File: src/rtl/intc_unit.sv
module intc_unit #(
  parameter int NSRC = 32,
  parameter int AW   = 3
) (
  input  logic            clk,
  input  logic            rst_n,
  input  logic [NSRC-1:0] irq_in,
  input  logic            reg_we,
  input  logic [AW-1:0]   reg_addr,
  input  logic [NSRC-1:0] reg_wdata,
  output logic [NSRC-1:0] reg_rdata,
  output logic            irq_nc,
  output logic            irq_crit
);
  localparam logic [AW-1:0] A_PEND = AW'(0);
  localparam logic [AW-1:0] A_EN   = AW'(1);
  localparam logic [AW-1:0] A_URG  = AW'(2);
  localparam logic [AW-1:0] A_POL  = AW'(3);
  localparam logic [AW-1:0] A_TRG  = AW'(4);
  localparam logic [AW-1:0] A_MSK  = AW'(5);

  logic [NSRC-1:0] src_r, sync1, sync2, prev;
  logic [NSRC-1:0] stat, enab, crit, pol, trig;
  logic [NSRC-1:0] clr, hit_edge, hit_lvl, mstat;

  for (genvar n = 0; n < NSRC; n++) begin : g_rev
    assign src_r[NSRC-1-n] = irq_in[n];
  end

  always_ff @(posedge clk or negedge rst_n) begin
    if (!rst_n) begin
      sync1 <= '0;
      sync2 <= '0;
      prev  <= '0;
    end else begin
      sync1 <= src_r;
      sync2 <= sync1;
      prev  <= sync2;
    end
  end

  assign clr      = (reg_we && reg_addr == A_PEND) ? reg_wdata : '0;
  assign hit_edge = trig & ((pol & sync2 & ~prev) | (~pol & ~sync2 & prev));
  assign hit_lvl  = ~trig & ~(sync2 ^ pol);
  assign mstat    = stat & enab;

  always_ff @(posedge clk or negedge rst_n) begin
    if (!rst_n) begin
      stat <= '0;
      enab <= '0;
      crit <= '0;
      pol  <= '0;
      trig <= '0;
    end else begin
      stat <= hit_edge | hit_lvl | (stat & ~clr);
      if (reg_we && reg_addr == A_EN)  enab <= reg_wdata;
      if (reg_we && reg_addr == A_URG) crit <= reg_wdata;
      if (reg_we && reg_addr == A_POL) pol  <= reg_wdata;
      if (reg_we && reg_addr == A_TRG) trig <= reg_wdata;
    end
  end

  always_ff @(posedge clk or negedge rst_n) begin
    if (!rst_n) begin
      irq_nc   <= 1'b0;
      irq_crit <= 1'b0;
    end else begin
      irq_nc   <= |(mstat & ~crit);
      irq_crit <= |(mstat & crit);
    end
  end

  always_comb begin
    case (reg_addr)
      A_PEND:  reg_rdata = stat;
      A_EN:    reg_rdata = enab;
      A_URG:   reg_rdata = crit;
      A_POL:   reg_rdata = pol;
      A_TRG:   reg_rdata = trig;
      A_MSK:   reg_rdata = mstat;
      default: reg_rdata = '0;
    endcase
  end
endmodule


File: config.mk
export PLATFORM = sky130hd
export DESIGN_NAME = intc_unit
export DESIGN_NICKNAME = d
export VERILOG_FILES = /design/src/rtl/intc_unit.sv
export SDC_FILE = /design/constraint.sdc
export NUM_CORES = 1
export LEC_CHECK = 0
export BUFFER_PORTS_ARGS = -buffer_cell sky130_fd_sc_hd__buf_4
export CAP_MARGIN = 20
export CORE_ASPECT_RATIO = 1.25
export CORE_MARGIN = 4
export CORE_UTILIZATION = 30
export CTS_CLUSTER_DIAMETER = 150
export DETAILED_ROUTE_END_ITERATION = 16
export GPL_TIMING_DRIVEN = 0
export SETUP_SLACK_MARGIN = 0.4
export SYNTH_ARGS = -nofsm -noshare
export SYNTH_HDL_FRONTEND = slang
export SYNTH_SLANG_ARGS = --single-unit
File: constraint.sdc
create_clock -name clk -period 4 [get_ports clk]
set_input_delay 1.2 -clock clk [delete_from_list [all_inputs] [get_ports clk]]
set_output_delay 1.2 -clock clk [all_outputs]
set_load 0.01 [all_outputs]
=== Word level (Yosys, flattened, before mapping) ===
Index checks and enable logic that the tools add are counted.

* Register bits after elaboration: 258
* Input bits: 70
* Output and inout bits: 34

* Equality and inequality tests: 5
* Muxes and demuxes: 2
* Bitwise logic cells: 21
* Reduce and logical (&&, ||, !) cells: 8

{| class="wikitable"
|+ Operators with widths
! cell !! count
|-
| 32-bit AND || 10
|-
| 32-bit inverter || 7
|-
| 32-bit one-hot mux with 6 select lines || 1
|-
| 32-bit OR || 3
|-
| 32-bit OR reduction || 2
|-
| 32-bit 2-to-1 mux || 1
|-
| 32-bit XOR || 1
|-
| 3-bit by 2-bit equality test with 1-bit output (second input constant) || 2
|-
| 3-bit equality test (second input constant) || 2
|-
| 1-bit logical AND || 5
|-
| 3-bit by 1-bit equality test with 1-bit output (second input constant) || 1
|-
| 3-bit zero test || 1
|}

=== Longest topological paths before layout ===
* Depth after elaboration: 7
* Depth in mapped cells: 7

=== Worst setup path before layout ===
No wires, ideal clock.

* Kind: input to output
* Start point: input reg_addr[2]
* End point: output reg_rdata[10]
* Arrival time: 2.251 ns
* Path slack: 0.549 ns
* Stages on the path: 6
* Path buffers: 3
* Cells stage by stage: buf_2 -> buf_2 -> nor2_2 -> buf_2 -> a32oi_1 -> o221ai_1

* Cells in the longest elaborated chain, start to end: 2

{| class="wikitable"
|+ RTL lines
! element !! RTL line !! text
|-
| start, declared || 9 || <nowiki>input logic [AW-1:0] reg_addr,</nowiki>
|-
| 3-bit equality test (tied with other cells) || 74 || <nowiki>case (reg_addr)</nowiki>
|-
| 32-bit one-hot mux with 6 select lines (*) || 74 ||
|-
| end, declared || 11 || <nowiki>output logic [NSRC-1:0] reg_rdata,</nowiki>
|}

Every way passes the cells marked *; elsewhere a longest branch is shown, timed or not.

=== Worst setup path in the final report ===
* Start point: input reg_addr[2]
* End point: output reg_rdata[19]

Same word-level chain as after synthesis.

==> summary.md <==
| Metric | Value |
|---|---|
| Vias in the first global route | `8373` |
| Internal | `5340 uW` |
| Clk buf depth | `3` |
| WP depth | `7` |
| Syn nets | `1086` |
| Endpoint class of the critical path | `output pin` |
| Slowest CP cell | `o221ai_2` |
| First-pass GRT wire length | `49100 um` |
| Final net count | `1228` |
| Drt drc | `0` |
| DRT Pass-1 Iters | `5` |
| Layout Area Growth over Synthesis | `26.5%` |
| Row cnt | `81` |
| Cell Area, Placed | `13500 sq um` |
| CP peak stage delay | `0.24 ns` |
| Total power | `7490 uW` |
| Max Fclk | `278 MHz` |
| Synth Area in Adders | `6.64%` |
| Placed Instances | `1554` |
| Syn_area_per_cell | `12.7 sq um` |
| Top Family by Delay on Critical Path | `buffers and inverters` |
| CTS sink cnt | `258` |
| Final hold violations | `0` |
| Crit path time final | `3.59 ns` |
| Grt total ovfl | `0` |
| Hold path depth | `0` |
| Crit-path max FO | `10` |
| # fillers | `3700` |
| Crit-path cells | `buf_4 -> buf_8 -> nor2_4 -> buf_8 -> a32oi_2 -> o221ai_2 -> buf_4` |
| Synth Cell Area | `12100 sq um` |
| Switching share of power | `28.7%` |
| Yosys reg bits | `258` |
| Switch Pwr | `2150 uW` |
| CP bufs+invs | `4` |
| Core Area | `39400 sq um` |
| RSZ-0062 raised after global routing | `yes` |
| Power share of the combinational group | `19.6%` |
| Setup Skew | `0.0227 ns` |
| Post-DRT Antenna Nets | `0` |
| Worst skew pair latency | `0.56 ns` |
| Top-count cell post-synth | `dfrtp_1` |
| Max Cap Viol | `0` |
| # IOs | `104` |
| Sequential area share after synthesis | `53.5%` |
| CTS buffer count | `29` |
| Synth Area in Simple Gates | `8.77%` |
| Starting density of the core | `30.6%` |
| DRT Wirelength | `32300 um` |
| Post-synth top area cell | `dfrtp_1` |
| Synth top cells by count | `dfrtp_1 (258), mux2_2 (116), nand2_1 (81), inv_1 (67), ha_1 (64)` |
| Worst-margin pin slew | `0.673 ns` |
| Die width | `187 um` |
| Seq pwr share | `45.3%` |
| Period utilization | `89.9%` |
| Initial antenna violation count | `3` |
| Startpoint Class | `input pin` |
| Main combinational cell family by area after synthesis | `multiplexers` |
| Via count | `8150` |
| GRT Overall Usage | `14.4%` |
| Pin count of the biggest net entering global routing | `117` |
| Leakage Power | `0.00665 uW` |
| Die height | `232 um` |
| Pre-CTS setup slack | `-0.301 ns` |
| WP data arrival | `2.39 ns` |
| DRT iter0 DRCs | `506` |
| Synth cell types | `38` |
| Maximum vdd drop | `0.335 mV` |
| Main synth FF type | `dfrtp_1` |
| Layout cells sized above 1 | `36.8%` |
| Die area | `43500 sq um` |
| PD cells | `491 nW/um^2` |
| Synth Instances | `952` |
| Clk slew on worst S/H paths | `0.06 ns` |
| H-tree depth | `1` |
| CTS Hold Buffers Added | `0` |
| Kind of critical path | `input pin to output pin` |
| Final setup margin | `0.406 ns` |
| Share of the synthesized area in the top cell type | `53.5%` |
| Synth top area cells | `dfrtp_1 (54%), mux2_2 (11%), ha_1 (6.6%), mux2_4 (3.7%), a221o_1 (2.7%)` |
| Routability Congestion | `0.859` |
| R2R cell count | `4` |
| Synth Area in Compound Gates | `8.14%` |
| Wirelength per Cell | `20.0 um` |
| Final Setup Violations | `0` |
| Root Driver | `clkbuf_16` |
| Yosys warning count | `0` |
| Port bufs | `102` |
| Slew headroom | `55.2%` |
| Post-synth EDFFs | `0` |
| Async S/R FF share, synth | `100%` |
| Design Area, Final | `15300 sq um` |
| Clock power share | `35.2%` |
| Hold Path Class | `flop to flop` |
| Outcome | `completed` |
| Critical Path RT | `2.80 ns` |
| Via density | `5.05` |
| Xor/xnor share of the synthesized area | `0%` |
| Final std cells w/o fill | `1615` |
| Mux contribution to synthesized area | `18.7%` |
| Dpl hpwl | `22500 um` |
| CTS tree | `built` |
| Final max-slew violation count | `0` |
==> registers in the layout, indices dropped and copies added (netlist names) <==
register	count
crit	32
enab	32
irq_crit	1
irq_nc	1
pol	32
prev	32
stat	32
sync1	32
sync2	32
trig	32
==> area by class of cell <==
cell class                      count  area [sq um]  share of cell area, %
Clock inverter                     10           104                  0.681
Antenna cell                        3          7.51                 0.0492
Multi-Input combinational cell    584          5580                   36.6
Buffer                             43           460                   3.02
Clock buffer                       41           831                   5.44
Timing Repair Buffer              111           948                   6.22
Tap cell                          498           623                   4.08
Inverter                           67           251                   1.65
Sequential cell                   258          6460                   42.3
==> worst paths after layout <==
kind                             start            end  slack, ns
max in group asynchronous        rst_n        stat[2]       2.06
min in group asynchronous        rst_n      sync1[15]       0.49
min reg2reg                  sync1[25]      sync2[25]       0.34
min                          sync1[25]      sync2[25]       0.34
max                        reg_addr[2]  reg_rdata[19]       0.41
max reg2reg                   stat[24]       irq_crit       2.45
==> what timing repair did <==
item                       in CTS  in global routing
gates cloned                    0                  2
pin swaps                       6                 12
setup buffers                   3                  2
resized for setup              76                 71
setup endpoints to repair      32                 30
==> cell usage in the layout, fill, tap and decap left out, types with 12 or more instances in the layout <==
cell	synthesis	layout
mux2_4	30	31
o221ai_2	0	18
nor2_1	33	33
ha_1	64	64
dfrtp_1	258	258
a32oi_2	0	18
buf_4	7	110
a221o_1	32	32
mux2_1	17	17
mux2_2	116	115
nand3_1	32	32
nand2b_1	31	31
clkbuf_16	0	31
inv_1	67	67
mux2i_1	26	18
buf_6	7	12
nand3b_1	12	12
nand2_1	81	81
==> kinds of logic after synthesis <==
family	after synthesis
buffers and inverters	110
muxes	191
and+or+nand+nor	215
adders and majority gates	64
DFF	258
AOI/OAI and AO/OA	114
==> power by group through the flow <==
| stage | Sequential (uW) | Combinational (uW) | Clock, uW |
|---|---|---|---|
| detailed placement | 3410 | 1330 | 0 |
| finish | 3390 | 1470 | 2630 |
| CTS | 3370 | 1400 | 2720 |
| floorplan | 3270 | 876 | 0 |
| global route | 3450 | 1620 | 2810 |
| global placement | 3380 | 1290 | 0 |
==> through the flow <==
step	hold slack [ns]	TNS, ns	util [%]
2_1_floorplan	0.331	0	-
3_3_place_gp	0.335	-132.48	34.1
3_5_place_dp	0.335	-5.06	34.3
4_1_cts	0.345	0	37.5
5_1_grt	0.353	0	38.7
6_report	0.342	0	38.7
==> worst register-to-register path, cell delays in order (launching register included) <==
cell,delay (ns)
dfrtp_1,0.45
nand3_1,0.16
nand4_1,0.19
nor4_1,0.41
nand2_1,0.19
==> layer usage <==
metal  global-route usage, %  share of wire, %  vias to the layer above
met5                       0                 0                        -
met4                    5.27               3.2                        0
met3                    2.36               4.9                       59
met2                    24.9                50                      209
met1                    18.2                42                     4143
li1                        -                 -                     3739
No activity file was read; power rests on OpenSTA's default activity.
